<file path="src/rtl/sc_pkg.sv">
package sc_pkg;
  localparam logic LINE_A = 1'b0;
  localparam logic LINE_Z = 1'b1;

  typedef enum logic {RX_IDLE, RX_BITS} rx_phase_e;
endpackage

</file>
<file path="src/rtl/sc_tx.sv">
module sc_tx #(
  parameter int W = 8
) (
  input  logic         clk,
  input  logic         rst_n,
  input  logic         msb_first,
  input  logic         invert,
  input  logic         odd,
  input  logic         valid,
  output logic         ready,
  input  logic [W-1:0] data,
  input  logic         tick,
  output logic         line,
  output logic         busy
);
  import sc_pkg::*;

  localparam int FW    = W + 2;
  localparam int CNT_W = $clog2(FW);
  localparam logic [CNT_W-1:0] LAST = CNT_W'(FW - 1);

  logic [W-1:0]     ordered;
  logic [W-1:0]     levels;
  logic             par_bit;
  logic [FW-1:0]    frame;
  logic [FW-1:0]    sh_q, sh_d;
  logic [CNT_W-1:0] cnt_q, cnt_d;
  logic             busy_q, busy_d;
  logic             accept;

  for (genvar i = 0; i < W; i++) begin : g_map
    assign ordered[i] = msb_first ? data[W-1-i] : data[i];
    assign levels[i]  = ordered[i] ^ invert;
  end

  assign par_bit = (^data) ^ odd;
  assign frame   = {par_bit, levels, LINE_A};
  assign accept  = valid && !busy_q;

  always_comb begin
    sh_d   = sh_q;
    cnt_d  = cnt_q;
    busy_d = busy_q;
    if (accept) begin
      sh_d   = frame;
      cnt_d  = '0;
      busy_d = 1'b1;
    end else if (busy_q && tick) begin
      if (cnt_q == LAST) begin
        busy_d = 1'b0;
      end else begin
        sh_d  = {LINE_Z, sh_q[FW-1:1]};
        cnt_d = cnt_q + 1'b1;
      end
    end
  end

  always_ff @(posedge clk or negedge rst_n) begin
    if (!rst_n) begin
      sh_q   <= '1;
      cnt_q  <= '0;
      busy_q <= 1'b0;
    end else begin
      sh_q   <= sh_d;
      cnt_q  <= cnt_d;
      busy_q <= busy_d;
    end
  end

  assign line  = busy_q ? sh_q[0] : LINE_Z;
  assign busy  = busy_q;
  assign ready = !busy_q;
endmodule

</file>
<file path="src/rtl/sc_rx.sv">
module sc_rx #(
  parameter int W = 8
) (
  input  logic         clk,
  input  logic         rst_n,
  input  logic         msb_first,
  input  logic         invert,
  input  logic         odd,
  input  logic         tick,
  input  logic         line,
  output logic         valid,
  output logic [W-1:0] data,
  output logic         perr
);
  import sc_pkg::*;

  localparam int CNT_W = $clog2(W + 1);
  localparam logic [CNT_W-1:0] LAST = CNT_W'(W);

  rx_phase_e        phase_q, phase_d;
  logic [CNT_W-1:0] cnt_q, cnt_d;
  logic [W:0]       sh_q, sh_d;
  logic             fire;
  logic [W-1:0]     ordered;
  logic [W-1:0]     rebuilt;
  logic             valid_q;
  logic [W-1:0]     data_q;
  logic             perr_q;

  always_comb begin
    phase_d = phase_q;
    cnt_d   = cnt_q;
    sh_d    = sh_q;
    fire    = 1'b0;
    if (tick) begin
      if (phase_q == RX_IDLE) begin
        if (line == LINE_A) begin
          phase_d = RX_BITS;
          cnt_d   = '0;
        end
      end else begin
        sh_d = {line, sh_q[W:1]};
        if (cnt_q == LAST) begin
          phase_d = RX_IDLE;
          fire    = 1'b1;
        end else begin
          cnt_d = cnt_q + 1'b1;
        end
      end
    end
  end

  for (genvar i = 0; i < W; i++) begin : g_unmap
    assign ordered[i] = sh_d[i] ^ invert;
    assign rebuilt[i] = msb_first ? ordered[W-1-i] : ordered[i];
  end

  always_ff @(posedge clk or negedge rst_n) begin
    if (!rst_n) begin
      phase_q <= RX_IDLE;
      cnt_q   <= '0;
      sh_q    <= '0;
    end else begin
      phase_q <= phase_d;
      cnt_q   <= cnt_d;
      sh_q    <= sh_d;
    end
  end

  always_ff @(posedge clk or negedge rst_n) begin
    if (!rst_n) begin
      valid_q <= 1'b0;
      data_q  <= '0;
      perr_q  <= 1'b0;
    end else begin
      valid_q <= fire;
      perr_q  <= fire && (sh_d[W] != ((^rebuilt) ^ odd));
      if (fire) begin
        data_q <= rebuilt;
      end
    end
  end

  assign valid = valid_q;
  assign data  = data_q;
  assign perr  = perr_q;
endmodule

</file>
<file path="src/rtl/sc_char_framer.sv">
module sc_char_framer #(
  parameter int W = 8
) (
  input  logic         clk,
  input  logic         rst_n,
  input  logic         cfg_msb_first,
  input  logic         cfg_invert,
  input  logic         cfg_odd,
  input  logic         tx_valid,
  output logic         tx_ready,
  input  logic [W-1:0] tx_data,
  input  logic         tx_tick,
  output logic         tx_line,
  output logic         tx_busy,
  input  logic         rx_tick,
  input  logic         rx_line,
  output logic         rx_valid,
  output logic [W-1:0] rx_data,
  output logic         rx_perr
);
  logic [1:0] rst_sync_q;
  logic       rst_int_n;

  always_ff @(posedge clk or negedge rst_n) begin
    if (!rst_n) rst_sync_q <= 2'b00;
    else        rst_sync_q <= {rst_sync_q[0], 1'b1};
  end
  assign rst_int_n = rst_sync_q[1];

  sc_tx #(.W(W)) u_tx (
    .clk       (clk),
    .rst_n     (rst_int_n),
    .msb_first (cfg_msb_first),
    .invert    (cfg_invert),
    .odd       (cfg_odd),
    .valid     (tx_valid),
    .ready     (tx_ready),
    .data      (tx_data),
    .tick      (tx_tick),
    .line      (tx_line),
    .busy      (tx_busy)
  );

  sc_rx #(.W(W)) u_rx (
    .clk       (clk),
    .rst_n     (rst_int_n),
    .msb_first (cfg_msb_first),
    .invert    (cfg_invert),
    .odd       (cfg_odd),
    .tick      (rx_tick),
    .line      (rx_line),
    .valid     (rx_valid),
    .data      (rx_data),
    .perr      (rx_perr)
  );
endmodule

</file>
<file path="config.mk">
export PLATFORM = sky130hd
export DESIGN_NAME = sc_char_framer
export DESIGN_NICKNAME = d
export VERILOG_FILES = /design/src/rtl/sc_pkg.sv /design/src/rtl/sc_tx.sv /design/src/rtl/sc_rx.sv /design/src/rtl/sc_char_framer.sv
export SDC_FILE = /design/constraint.sdc
export NUM_CORES = 1
export LEC_CHECK = 0
export BUFFER_PORTS_ARGS = -buffer_cell sky130_fd_sc_hd__buf_2
export CORE_MARGIN = 10
export CORE_UTILIZATION = 35
export DETAILED_ROUTE_END_ITERATION = 10
export PLACE_DENSITY = 0.53
export SLEW_MARGIN = 20
export SYNTH_ARGS = -nofsm -noshare
export SYNTH_HDL_FRONTEND = slang
export SYNTH_HIERARCHICAL = 1
export SYNTH_SLANG_ARGS = --single-unit
</file>
<file path="constraint.sdc">
create_clock -name clk -period 1.5 [get_ports clk]
set_input_delay 0 -clock clk [delete_from_list [all_inputs] [get_ports clk]]
set_output_delay 0 -clock clk [all_outputs]
set_load 0.1 [all_outputs]
</file>
# Word level (Yosys, flattened, before mapping)
# Index checks and enable logic that the tools add are counted.
# word_totals
reg_bits	41
elab_cells	84
out_inout_bits	13
# classes
eq_ne	6
mux	37
n_addsub	2
bitwise_logic	18
n_reduce_logical	11
# op_table
cell	count
10-bit 2-to-1 mux	3
1-bit 2-to-1 mux	26
4-bit 2-to-1 mux	6
9-bit 2-to-1 mux	2
1-bit bitwise XOR	18
8-bit XOR reduction	2
4-bit by 1-bit adder with 4-bit output (second input constant)	2
4-bit equality test (second input constant)	2
2-bit by 1-bit inequality test with 1-bit output (second input constant)	2
2-bit AND reduction	2
2-bit nonzero test	2
1-bit logical AND	3
3-bit AND reduction	1
2-bit inequality test (second input constant)	1
1-bit zero test	1
1-bit inequality test	1

# Longest topological paths before layout
# Gate-level depths: netlist of the first run.
# logic_depth
ltp_word	8
ltp_mapped	8

# By module
# Netlist of the first run, hierarchy kept.
# by_module_without_submodules
module	instances	area_each_um2	cells_each
sc_rx	1	1355.0	125
sc_tx	1	938.4	94
sc_char_framer	1	53.8	3

# Worst setup path before layout of the first run
# OpenSTA, ideal clock, no wires.
# synth_path
path_kind	register -> register
from	register u_rx.phase_q
to	register u_rx.perr_q (netlist: u_rx/perr)
required_time_ns	1.381
path_buffers	1
arrival_time_ns	1.974
setup_ns	0.119
stages_incl_launch_ff	8
synth_period_minus_slack_ns	2.093
setup_slack_ns	-0.593
path_cell_list	dfrtp_1 -> buf_4 -> nand2_4 -> mux4_2 -> xnor2_1 -> xnor3_1 -> xnor2_1 -> and2_1
# synth_via
elab_chain_len	8
word_cells_on_any_way	24
classes_between	eq/ne: 1; mux: 12; bitwise: 9; reduce/logical: 2
# synth_lines
item	line	source
from (decl)	sc_rx.sv:20	rx_phase_e phase_q, phase_d;
from (signal assigned)	sc_rx.sv:64	phase_q <= phase_d;
9-bit 2-to-1 mux	sc_rx.sv:36	if (phase_q == RX_IDLE) begin
9-bit 2-to-1 mux	sc_rx.sv:35	if (tick) begin
1-bit bitwise XOR	sc_rx.sv:54	assign ordered[i] = sh_d[i] ^ invert;
1-bit 2-to-1 mux	sc_rx.sv:55	assign rebuilt[i] = msb_first ? ordered[W-1-i] : ordered[i];
8-bit XOR reduction	sc_rx.sv:77	perr_q <= fire && (sh_d[W] != ((^rebuilt) ^ odd));
1-bit bitwise XOR	sc_rx.sv:77	
1-bit inequality test	sc_rx.sv:77	
1-bit logical AND (*)	sc_rx.sv:77	
to (signal assigned)	sc_rx.sv:77	
to (decl)	sc_rx.sv:28	logic perr_q;
# Mark *: on every way between the ends. The rest lies on a longest branch, timed or not.
# A chain may end at the register's enable or synchronous reset.

# Worst setup path after layout of the first run
# Same ends and word-level chain as after synthesis.

==> results of run 1 <==
==> state kept, by name (all words and copies together), names as in the netlist <==
| register | cells |
|---|---|
| rst_sync_q | 2 |
| u_tx/cnt_q | 4 |
| u_rx/valid | 1 |
| u_rx/cnt_q | 4 |
| u_tx/sh_q | 10 |
| u_rx/data | 8 |
| u_rx/sh_q | 9 |
| u_rx/perr | 1 |
| u_rx/phase_q | 1 |
| u_tx/busy | 1 |
==> timing repair <==
action | 4_1_cts | 5_1_grt
pin swaps | 8 | 6
hold buffers | 5 | 0
setup endpoints to repair | 8 | 17
resized for setup | 18 | 15
buffers inserted | 5 | 0
cloned | 0 | 1
endpoints found under the hold margin | 4 | 0
==> logic make-up after synthesis <==
group	count (synthesis)	synth area share [%]
multiplexers	28	12.69
XOR/XNOR	37	16.15
adder cells (fa/ha/maj)	4	2.132
buffers and inverters	20	3.785
flip-flops	41	44.24
AO/OA/AOI/OAI	41	10.61
other	1	0.1598
AND/OR/NAND/NOR	50	10.23
==> metal layers <==
| layer | vias to the layer above | GRT usage (%) |
|---|---|---|
| li1 | 876 | - |
| met1 | 850 | 13.88 |
| met2 | 37 | 16.00 |
| met3 | 7 | 2.834 |
| met4 | 0 | 3.254 |
| met5 | - | 0 |
==> placed cells by master (no fill, tap or decap), drive strengths merged, types with 2 or more instances in the layout <==
master and n:
xor2 18, inv 10, and3 2, dfstp 10
and2 4, nor2 14, xnor3 4, ha 4
a22o 2, dlygate4sd3 5, buf 57, mux2i 23
a22oi 8, nand2 20, nand2b 2, dfrtp 31
xnor2 15, o21ai 4, mux2 4, nor3 2
a21oi 22, clkbuf 6, nand3 3
==> area by class of cell <==
| class | count | area share, % |
|---|---|---|
| repair buffers | 62 | 14.90 |
| well taps | 77 | 3.110 |
| multi-input cells | 162 | 43.50 |
| clock buffers | 6 | 2.342 |
| inverters | 10 | 1.212 |
| flip-flops and latches | 41 | 33.68 |
| clock inverters | 2 | 1.252 |
==> metrics by stage <==
| step | TNS [ns] | power (mW) | util [%] | hold WS [ns] |
|---|---|---|---|---|
| floorplan | -0.9021 | 4.968 | - | -0.2956 |
| global placement | -1.005 | 5.874 | 43.31 | -0.2144 |
| detailed placement | -1.108 | 5.908 | 43.31 | -0.2123 |
| CTS | -1.203 | 7.176 | 47.57 | 0.09755 |
| global route | -1.761 | 7.774 | 48.24 | 0.1401 |
| finish | -0.9875 | 7.264 | 48.24 | 0.1009 |
==> power groups by stage <==
stage | Clock [mW] | Sequential [mW] | Combinational [mW]
3_3_place_gp | 0 | 2.03 | 3.85
4_1_cts | 0.933 | 2.02 | 4.22
2_1_floorplan | 0 | 2.90 | 2.07
3_5_place_dp | 0 | 2.03 | 3.88
6_report | 0.905 | 2.02 | 4.34
5_1_grt | 0.984 | 2.08 | 4.71
==> worst paths after layout <==
kind,depth (start not counted),to,slack (ns),start
setup / recovery,6,u_rx/perr,-0.36,u_rx/phase_q
hold / removal,4,u_tx/sh_q[9],0.10,tx_data[2]
setup reg to reg,6,u_rx/perr,-0.36,u_rx/phase_q
hold reg to reg,0,u_rx/valid,0.13,rst_sync_q[1]
max in group asynchronous,1,u_tx/sh_q[6],0.83,rst_sync_q[1]
min in group asynchronous,0,u_rx/valid,0.13,rst_sync_q[1]
==> worst max-delay path, delay by kind of cell, from the launching register on <==
family / cells / cell delay, ns
muxes: 1 / 0.54
xor gates and xnor gates: 3 / 0.53
DFF: 1 / 0.45
and+or+nand+nor: 2 / 0.23
==> flow_summary_export.csv, run 1 <==
group,metric,value,unit
status,outcome,"finished, violations left",
status,violations,"negative setup slack",
timing,setup_ws,-0.3571,ns
route,wl_met3,266,µm
route,drc,0,
final_layout,insertedDiodeCount,0,
yosys,yosys-top-cells-count,"31 x dfrtp_1, 23 x mux2i_1, 22 x a21oi_1, 19 x nand2_1, 18 x xor2_1",
final_layout,n_fill_cell,597,
grt,overflow,0,
yosys,synth_top_area_share,33.05,%
floorplanning,ios,30,
clock_network,cts_max_level,2,
yosys,ys_ff_latch,41,
final_layout,drive_gt1_share,36.40,%
power_and_ir_drop,p_sw,3.238,mW
floorplanning,die_w,101.9,µm
route,vias,1770,
final_layout,areaGrowthSynthToFinish,31.98,%
route,totalWireLength,5.112,mm
timing,hold_viol,0,
yosys,synth_area_leaders,"dfrtp_1 33%, dfstp_2 11%, mux2i_1 9.8%, xor2_1 6.7%, xnor2_1 5.6%",
yosys,ys_types,40,
clock_network,cts-buffers-inserted,5,
run,drv_cap,0,
timing,skew,0.009537,ns
placed_design,dp_cells,343,
route,drt_iter0_markers,53,
route,wl_met1,2.445,mm
yosys,synth_top_flop_cell,"dfrtp_1",
placed_design,post_dp_cell_area,0.002781,mm²
grt,grt_pass1_vias,1809,
min_path,hold_path_class,"input pin to flip-flop",
route,routedWlPerCell,14.20,µm
placed_design,place.gp.congestion,0.7689,
setup_path,endpoint_kind,"flip-flop",
floorplanning,die_h,101.9,µm
yosys,synth-edff-count,0,
setup_path,crit_path_start_kind,"flip-flop",
final_layout,final_cell_area,0.003098,mm²
power_and_ir_drop,switching_share,44.57,%
yosys,yosysSeqAreaShare,44.24,%
timing,rsz0062_at_grt,"true",
final_layout,multiInputGateArea,0.001348,mm²
clock_network,cts.clk_slew.worst_paths,0.08,ns
route,routed_via_density,4.917,
floorplanning,core.rowCount,29,
yosys,yosysMostFrequentCell,"dfrtp_1",
timing,min_period,1.857,ns
yosys,synth_nets,243,
grt,grt.total_usage,10.38,%
clock_network,cts_buffer_depth,2,
route,ant_nets,0,
final_layout,seq_area,0.001044,mm²
final_layout,fin_nets,303,
grt,grt_pass1_wl,8.652,mm
clock_network,clk_latency,0.30,ns
yosys,synth_warnings,6,
placed_design,post-place-ws,-0.3788,ns
setup_path,cp_max_fo,4,
setup_path,cp_slowest_stage_delay,0.54,ns
yosys,async_flop_share,100.0,%
timing,post-route-period-util,123.8,%
route,dr_wl_met2,2.365,mm
clock_network,cts_sinks,41,
grt,grt_antenna_before_repair,0,
power_and_ir_drop,p_int,4.027,mW
final_layout,layout.cells.non_filler,360,
clock_network,tritoncts,"done",
power_and_ir_drop,leakagePower,1.489,nW
power_and_ir_drop,p_clk_share,12.5,%
floorplanning,initial_core_util,36.55,%
power_and_ir_drop,power_frac_seq,27.8,%
placed_design,place_hpwl,3.589,mm
floorplanning,core,0.006422,mm²
clock_network,cts.root.buffer_cell,"clkbuf_8",
setup_path,crit_arrival,2.05,ns
placed_design,io_buffers,29,
setup_path,critPathSlowestCell,"mux4_2",
route,dr.pass1.iters,5,
floorplanning,die_area,0.01038,mm²
yosys,synth_top_area_cell,"dfrtp_1",
setup_path,cp_cell_sequence,"nand2_8 -> mux4_2 -> xnor2_2 -> xnor3_1 -> xnor2_1 -> and2_1",
timing,fmax,538.5,MHz
yosys,synth_cells,222,
power_and_ir_drop,cellPowerDensity,2345,mW/mm²
setup_path,crit_type,"flip-flop to flip-flop",
power_and_ir_drop,ir_worst_vdd,1252,µV
timing,slew_viol_final,0,
grt,grt_max_degree,34,
timing,finalSetupViolCount,7,
power_and_ir_drop,combinationalPowerShare,59.8,%
yosys,syn_area,0.002347,mm²
yosys,syn-mean-instance-area,10.57,µm²
setup_path,worst_ep_required_time,1.69,ns
route,top_layer,"met4",
Power figures use the tool's default switching activity.
==> run 2, diff against run 1 <==
--- a/config.mk
+++ b/config.mk
@@ -6,10 +6,12 @@
 export NUM_CORES = 1
 export LEC_CHECK = 0
 export BUFFER_PORTS_ARGS = -buffer_cell sky130_fd_sc_hd__buf_2
+export CELL_PAD_IN_SITES_DETAIL_PLACEMENT = 1
+export CELL_PAD_IN_SITES_GLOBAL_PLACEMENT = 2
 export CORE_MARGIN = 10
 export CORE_UTILIZATION = 35
 export DETAILED_ROUTE_END_ITERATION = 10
-export PLACE_DENSITY = 0.53
+export PLACE_DENSITY = 0.75
 export SLEW_MARGIN = 20
 export SYNTH_ARGS = -nofsm -noshare
 export SYNTH_HDL_FRONTEND = slang
==> flow_summary_export.csv, run 2 (synthesized netlist as in run 1, its figures left out) <==
group,metric,value,unit
clock_network,cts-buffers-inserted,5,
timing,skew,0.004321,ns
min_path,holdCritStartpoint,"rx_line",
floorplanning,die_area,0.01038,mm²
clock_network,cts_sinks,41,
setup_path,cp_slowest_stage_delay,0.55,ns
final_layout,fin_nets,309,
setup_path,cp_max_fo,4,
timing,min_period,1.883,ns
timing,fmax,531.1,MHz
clock_network,cts_max_level,2,
timing,setup_tns,-1.160,ns
setup_path,worstReg2RegEnd,"u_rx/perr",
setup_path,crit_arrival,2.06,ns
clock_network,cts.clk_slew.worst_paths,0.08,ns
floorplanning,initial_core_util,36.55,%
final_layout,layout_common_cells,"29 x buf_2, 29 x dfrtp_1, 28 x buf_4",
setup_path,rr_startpoint,"u_rx/phase_q",
power_and_ir_drop,ir_worst_vdd,1282,µV
status,violations,"negative setup slack",
clock_network,clk_latency,0.29,ns
final_layout,areaGrowthSynthToFinish,31.45,%
final_layout,n_fill_cell,719,
power_and_ir_drop,switching_share,45.23,%
final_layout,drive_gt1_share,34.95,%
final_layout,largest_reg_flops,10,
final_layout,regMostFlops,"u_tx/sh_q",
status,outcome,"finished, violations left",
placed_design,io_buffers,29,
route,dr.pass1.iters,4,
power_and_ir_drop,leakagePower,1.515,nW
timing,setup_ws,-0.3827,ns
grt,grt_antenna_before_repair,0,
grt,grt_pass1_vias,1936,
setup_path,worst_ep_required_time,1.68,ns
placed_design,post-place-ws,-0.3781,ns
timing,hold_viol,0,
floorplanning,ios,30,
route,drt_iter0_markers,63,
setup_path,critPathSlowestCell,"mux4_2",
timing,slew_viol_final,0,
floorplanning,die_w,101.9,µm
floorplanning,core,0.006422,mm²
power_and_ir_drop,p_sw,3.250,mW
clock_network,tritoncts,"done",
setup_path,reg2reg_depth,6,
setup_path,cp_cell_sequence,"nand2_8 -> mux4_2 -> xnor2_2 -> xnor3_1 -> xnor2_1 -> and2_1",
placed_design,post_dp_cell_area,0.002796,mm²
setup_path,regToRegSetupSlack,-0.38,ns
floorplanning,die_h,101.9,µm
run,drv_cap,0,
power_and_ir_drop,cellPowerDensity,2329,mW/mm²
timing,relSlewSlack,64.30,%
setup_path,crit_path_start_kind,"flip-flop",
timing,worst_pin_slew,0.5355,ns
power_and_ir_drop,power_frac_seq,27.8,%
clock_network,cts.root.buffer_cell,"clkbuf_8",
route,routed_via_density,4.932,
grt,grt_pass1_wl,9.528,mm
setup_path,crit_type,"flip-flop to flip-flop",
setup_path,endpoint_kind,"flip-flop",
timing,whs,0.04128,ns
min_path,hold_path_class,"input pin to flip-flop",
clock_network,cts_buffer_depth,2,
floorplanning,core.rowCount,29,
timing,rsz0062_at_grt,"true",
min_path,worstHoldEndpoint,"u_rx/sh_q[8]",
route,totalWireLength,5.895,mm
timing,post-route-period-util,125.5,%
power_and_ir_drop,p_clk_share,10.5,%
grt,grt.total_usage,11.54,%
grt,grt_max_degree,34,
final_layout,final_cell_area,0.003085,mm²
route,routedWlPerCell,16.11,µm
power_and_ir_drop,combinationalPowerShare,61.7,%
final_layout,insertedDiodeCount,0,
route,vias,1805,
placed_design,place.gp.congestion,0.8084,
grt,overflow,0,
route,drc,0,
power_and_ir_drop,p_int,3.935,mW
route,ant_nets,0,
timing,finalSetupViolCount,8,
min_path,hold_depth,3,
placed_design,place_hpwl,4.001,mm
==> run 2: changes by cell type in the layout (fill, tap and decap cells not counted), moves of 2 or more <==
cell	change
mux2i_2	-5
mux2i_1	+5
mux2_4	+2
mux2_2	-2
buf_4	+8
==> run 2: worst max-delay path: cells and delay by family (launching register included) <==
kind	cells	cell delay [ns]
XOR/XNOR	3	0.54
AND/OR/NAND/NOR	2	0.24
flip-flops	1	0.45
multiplexers	1	0.55
==> run 2: worst max path at each step <==
stage	start	endpoint	slack, ns	cells past startpoint
3_3_place_gp	u_rx/phase_q	u_rx/perr	-0.34	6
5_1_grt	u_rx/phase_q	u_rx/perr	-0.45	7
4_1_cts	u_rx/phase_q	u_rx/perr	-0.34	6
3_5_place_dp	u_rx/phase_q	u_rx/perr	-0.38	6
6_report	u_rx/phase_q	u_rx/perr	-0.38	6
2_1_floorplan	u_rx/phase_q	u_rx/perr	-0.40	7
==> run 2: area by class of cell <==
cell class                      count  area [µm²]  area share [%]
Multi-Input combinational cell    162        1318           42.70
Clock buffer                        8       90.09           2.920
Sequential cell                    41        1044           33.82
Timing Repair Buffer               68       500.5           16.22
Inverter                           10       37.54           1.217
Tap cell                           77       96.34           3.122
==> run 2: routing by layer <==
layer  up-vias  global-route usage (%)  wire (µm)
li1        882                       -          -
met1       895                   14.85       2773
met2        24                   18.69       2823
met3         4                   2.901        233
met4         0                   3.579         64
met5         -                       0          0
==> run 2: repair_timing <==
item / 4_1_cts / 5_1_grt
gates cloned: 0 / 1
gates resized for setup: 15 / 10
hold buffers: 4 / 0
pin swaps: 6 / 5
setup buffers: 4 / 8
endpoints found under the setup margin: 9 / 22
endpoints found under the hold margin: 3 / 0
==> run 2: power by group through the flow <==
stage,combinational (mW),sequential [mW],clock (mW)
finish,4.43,2.00,0.752
global route,4.79,2.07,0.844
CTS,4.21,2.00,0.792
detailed placement,3.96,2.01,0
global placement,3.90,1.99,0
floorplan,2.07,2.90,0
==> run 2: stage by stage <==
step                util [%]  total power, mW  instances
floorplan                  -            4.968        222
global placement       43.54            5.887        345
detailed placement     43.54            5.978        345
CTS                    47.01            7.005        361
global route           48.04            7.710        366
finish                 48.04            7.185        366
==> run 3, diff against run 2 <==
--- a/config.mk
+++ b/config.mk
@@ -8,10 +8,11 @@
 export BUFFER_PORTS_ARGS = -buffer_cell sky130_fd_sc_hd__buf_2
 export CELL_PAD_IN_SITES_DETAIL_PLACEMENT = 1
 export CELL_PAD_IN_SITES_GLOBAL_PLACEMENT = 2
-export CORE_MARGIN = 10
-export CORE_UTILIZATION = 35
+export CORE_ASPECT_RATIO = 1.1
+export CORE_MARGIN = 2
+export CORE_UTILIZATION = 34
 export DETAILED_ROUTE_END_ITERATION = 10
-export PLACE_DENSITY = 0.75
+export PLACE_DENSITY = 0.76
 export SLEW_MARGIN = 20
 export SYNTH_ARGS = -nofsm -noshare
 export SYNTH_HDL_FRONTEND = slang
==> constraint.sdc (replaced) <==
create_clock -name clk -period 1.7 [get_ports clk]
set_input_delay 0 -clock clk [delete_from_list [all_inputs] [get_ports clk]]
set_output_delay 0 -clock clk [all_outputs]
set_load 0.1 [all_outputs]
==> flow_summary_export.csv, run 3 (synthesized netlist as in run 1, its figures left out) <==
group,metric,value,unit
status,outcome,"finished, violations left",
status,violations,"negative setup slack",
clock_network,clk_latency,0.29,ns
clock_network,cts_buffer_depth,2,
power_and_ir_drop,combinationalPowerShare,57.8,%
setup_path,cp_num_buf_inv,0,
power_and_ir_drop,p_clk_share,10.7,%
run,drv_cap,0,
power_and_ir_drop,switching_share,46.61,%
route,vias,1714,
power_and_ir_drop,leakagePower,1.376,nW
final_layout,drive_gt1_share,28.09,%
timing,post-route-period-util,108.9,%
timing,hold_viol,0,
clock_network,cts.clk_slew.worst_paths,0.08,ns
clock_network,cts_max_level,2,
route,dr.pass1.iters,4,
clock_network,cts-buffers-inserted,5,
setup_path,endpoint_kind,"flip-flop",
route,drt_iter0_markers,55,
clock_network,cts_setup_buffers,0,
setup_path,critPathSlowestCell,"mux4_2",
power_and_ir_drop,cellPowerDensity,2046,mW/mm²
timing,setup_ws,-0.1519,ns
timing,min_period,1.852,ns
power_and_ir_drop,power_frac_seq,31.5,%
timing,fmax,540.0,MHz
setup_path,reg2reg_depth,6,
timing,slew_viol_final,0,
setup_path,crit_arrival,2.03,ns
route,ant_nets,0,
min_path,hold_path_class,"input pin to async pin",
grt,grt_pass1_vias,1872,
setup_path,cp.depth,6,
route,routed_via_density,4.911,
final_layout,regMostFlops,"u_tx/sh_q",
timing,rsz0062_at_grt,"true",
placed_design,io_buffers,29,
setup_path,cp_cell_sequence,"nand2_8 -> mux4_2 -> xnor2_2 -> xnor3_1 -> xnor2_1 -> and2_1",
floorplanning,ios,30,
route,totalWireLength,5.110,mm
grt,overflow,0,
placed_design,place_hpwl,3.684,mm
power_and_ir_drop,p_sw,2.666,mW
floorplanning,die_h,91.15,µm
power_and_ir_drop,total_power,5.719,mW
final_layout,areaGrowthSynthToFinish,19.08,%
route,routedWlPerCell,14.64,µm
power_and_ir_drop,ir_worst_vdd,1221,µV
floorplanning,initial_core_util,35.39,%
setup_path,crit_type,"flip-flop to flip-flop",
setup_path,cp_max_fo,4,
route,drc,0,
grt,grt_antenna_before_repair,0,
clock_network,cts.root.buffer_cell,"clkbuf_8",
grt,grt_pass1_wl,8.880,mm
final_layout,insertedDiodeCount,0,
grt,grt_max_degree,39,
final_layout,layout_common_cells,"29 x buf_2, 29 x dfrtp_1, 22 x mux2i_1",
final_layout,largest_reg_flops,10,
placed_design,place.gp.congestion,0.7830,
floorplanning,core,0.006633,mm²
floorplanning,die_w,83.22,µm
clock_network,cts_sinks,41,
timing,skew,0.009900,ns
placed_design,post_dp_cell_area,0.002674,mm²
final_layout,n_fill_cell,753,
setup_path,cp_slowest_stage_delay,0.54,ns
floorplanning,die_area,0.007585,mm²
power_and_ir_drop,p_int,3.054,mW
timing,setup_tns,-0.1519,ns
clock_network,tritoncts,"done",
setup_path,crit_path_start_kind,"flip-flop",
final_layout,final_cell_area,0.002795,mm²
setup_path,cp_top_family,"multiplexers",
grt,grt.total_usage,14.56,%
timing,finalSetupViolCount,1,
setup_path,worst_ep_required_time,1.87,ns
floorplanning,core.rowCount,31,
final_layout,fin_nets,287,
==> run 3: final timing paths <==
check,slack (ns),endpoint,startpoint
worst max register to register,-0.15,u_rx/perr,u_rx/phase_q
max in group asynchronous,0.97,u_rx/phase_q,rst_sync_q[1]
worst max-delay path,-0.15,u_rx/perr,u_rx/phase_q
worst min register to register,0.19,u_tx/sh_q[9],rst_sync_q[1]
min in group clk,0.03,u_rx/sh_q[8],rx_line
worst min-delay path,0.02,rst_sync_q[0],rst_n
==> run 3: final cells by class <==
cell class | count | area [µm²] | share of cell area, %
clock buffers | 7 | 76.32 | 2.731
clock inverters | 1 | 5.005 | 0.1791
inverters | 10 | 37.54 | 1.343
multi-input cells | 161 | 1244 | 44.49
flip-flops and latches | 41 | 1041 | 37.24
well taps | 82 | 102.6 | 3.671
repair buffers | 47 | 289.0 | 10.34
==> run 3: timing repair <==
action | 4_1_cts | 5_1_grt
resized for setup | 2 | 3
endpoints found under the hold margin | 3 | 0
setup endpoints to repair | 2 | 3
hold buffers | 2 | 0
pin swaps | 1 | 0
==> run 3: metrics by stage <==
| step | std cells | setup slack, ns | hold WS (ns) | util [%] |
|---|---|---|---|---|
| global placement | 339 | -0.1427 | -0.2142 | 40.31 |
| finish | 349 | -0.1519 | 0.01926 | 42.14 |
| CTS | 349 | -0.1584 | 0.0004857 | 42.01 |
| detailed placement | 339 | -0.1805 | -0.2127 | 40.31 |
| global route | 349 | -0.2064 | 0.02496 | 42.14 |
| floorplan | 222 | -0.1957 | -0.2956 | - |
==> run 3: power by group through the flow <==
stage	sequential, mW	clock, mW	combinational (mW)
global route	1.86	0.678	3.59
global placement	1.80	0	3.18
detailed placement	1.81	0	3.25
floorplan	2.55	0	1.81
finish	1.80	0.613	3.31
CTS	1.80	0.641	3.31
==> run 3: routing by layer <==
layer / GRT usage (%) / vias up / wire length (µm)
met5: 0 / - / 0
met1: 18.00 / 854 / 2360
met3: 2.909 / 2 / 138
li1: - / 837 / -
met2: 25.74 / 21 / 2570
met4: 4.098 / 0 / 40
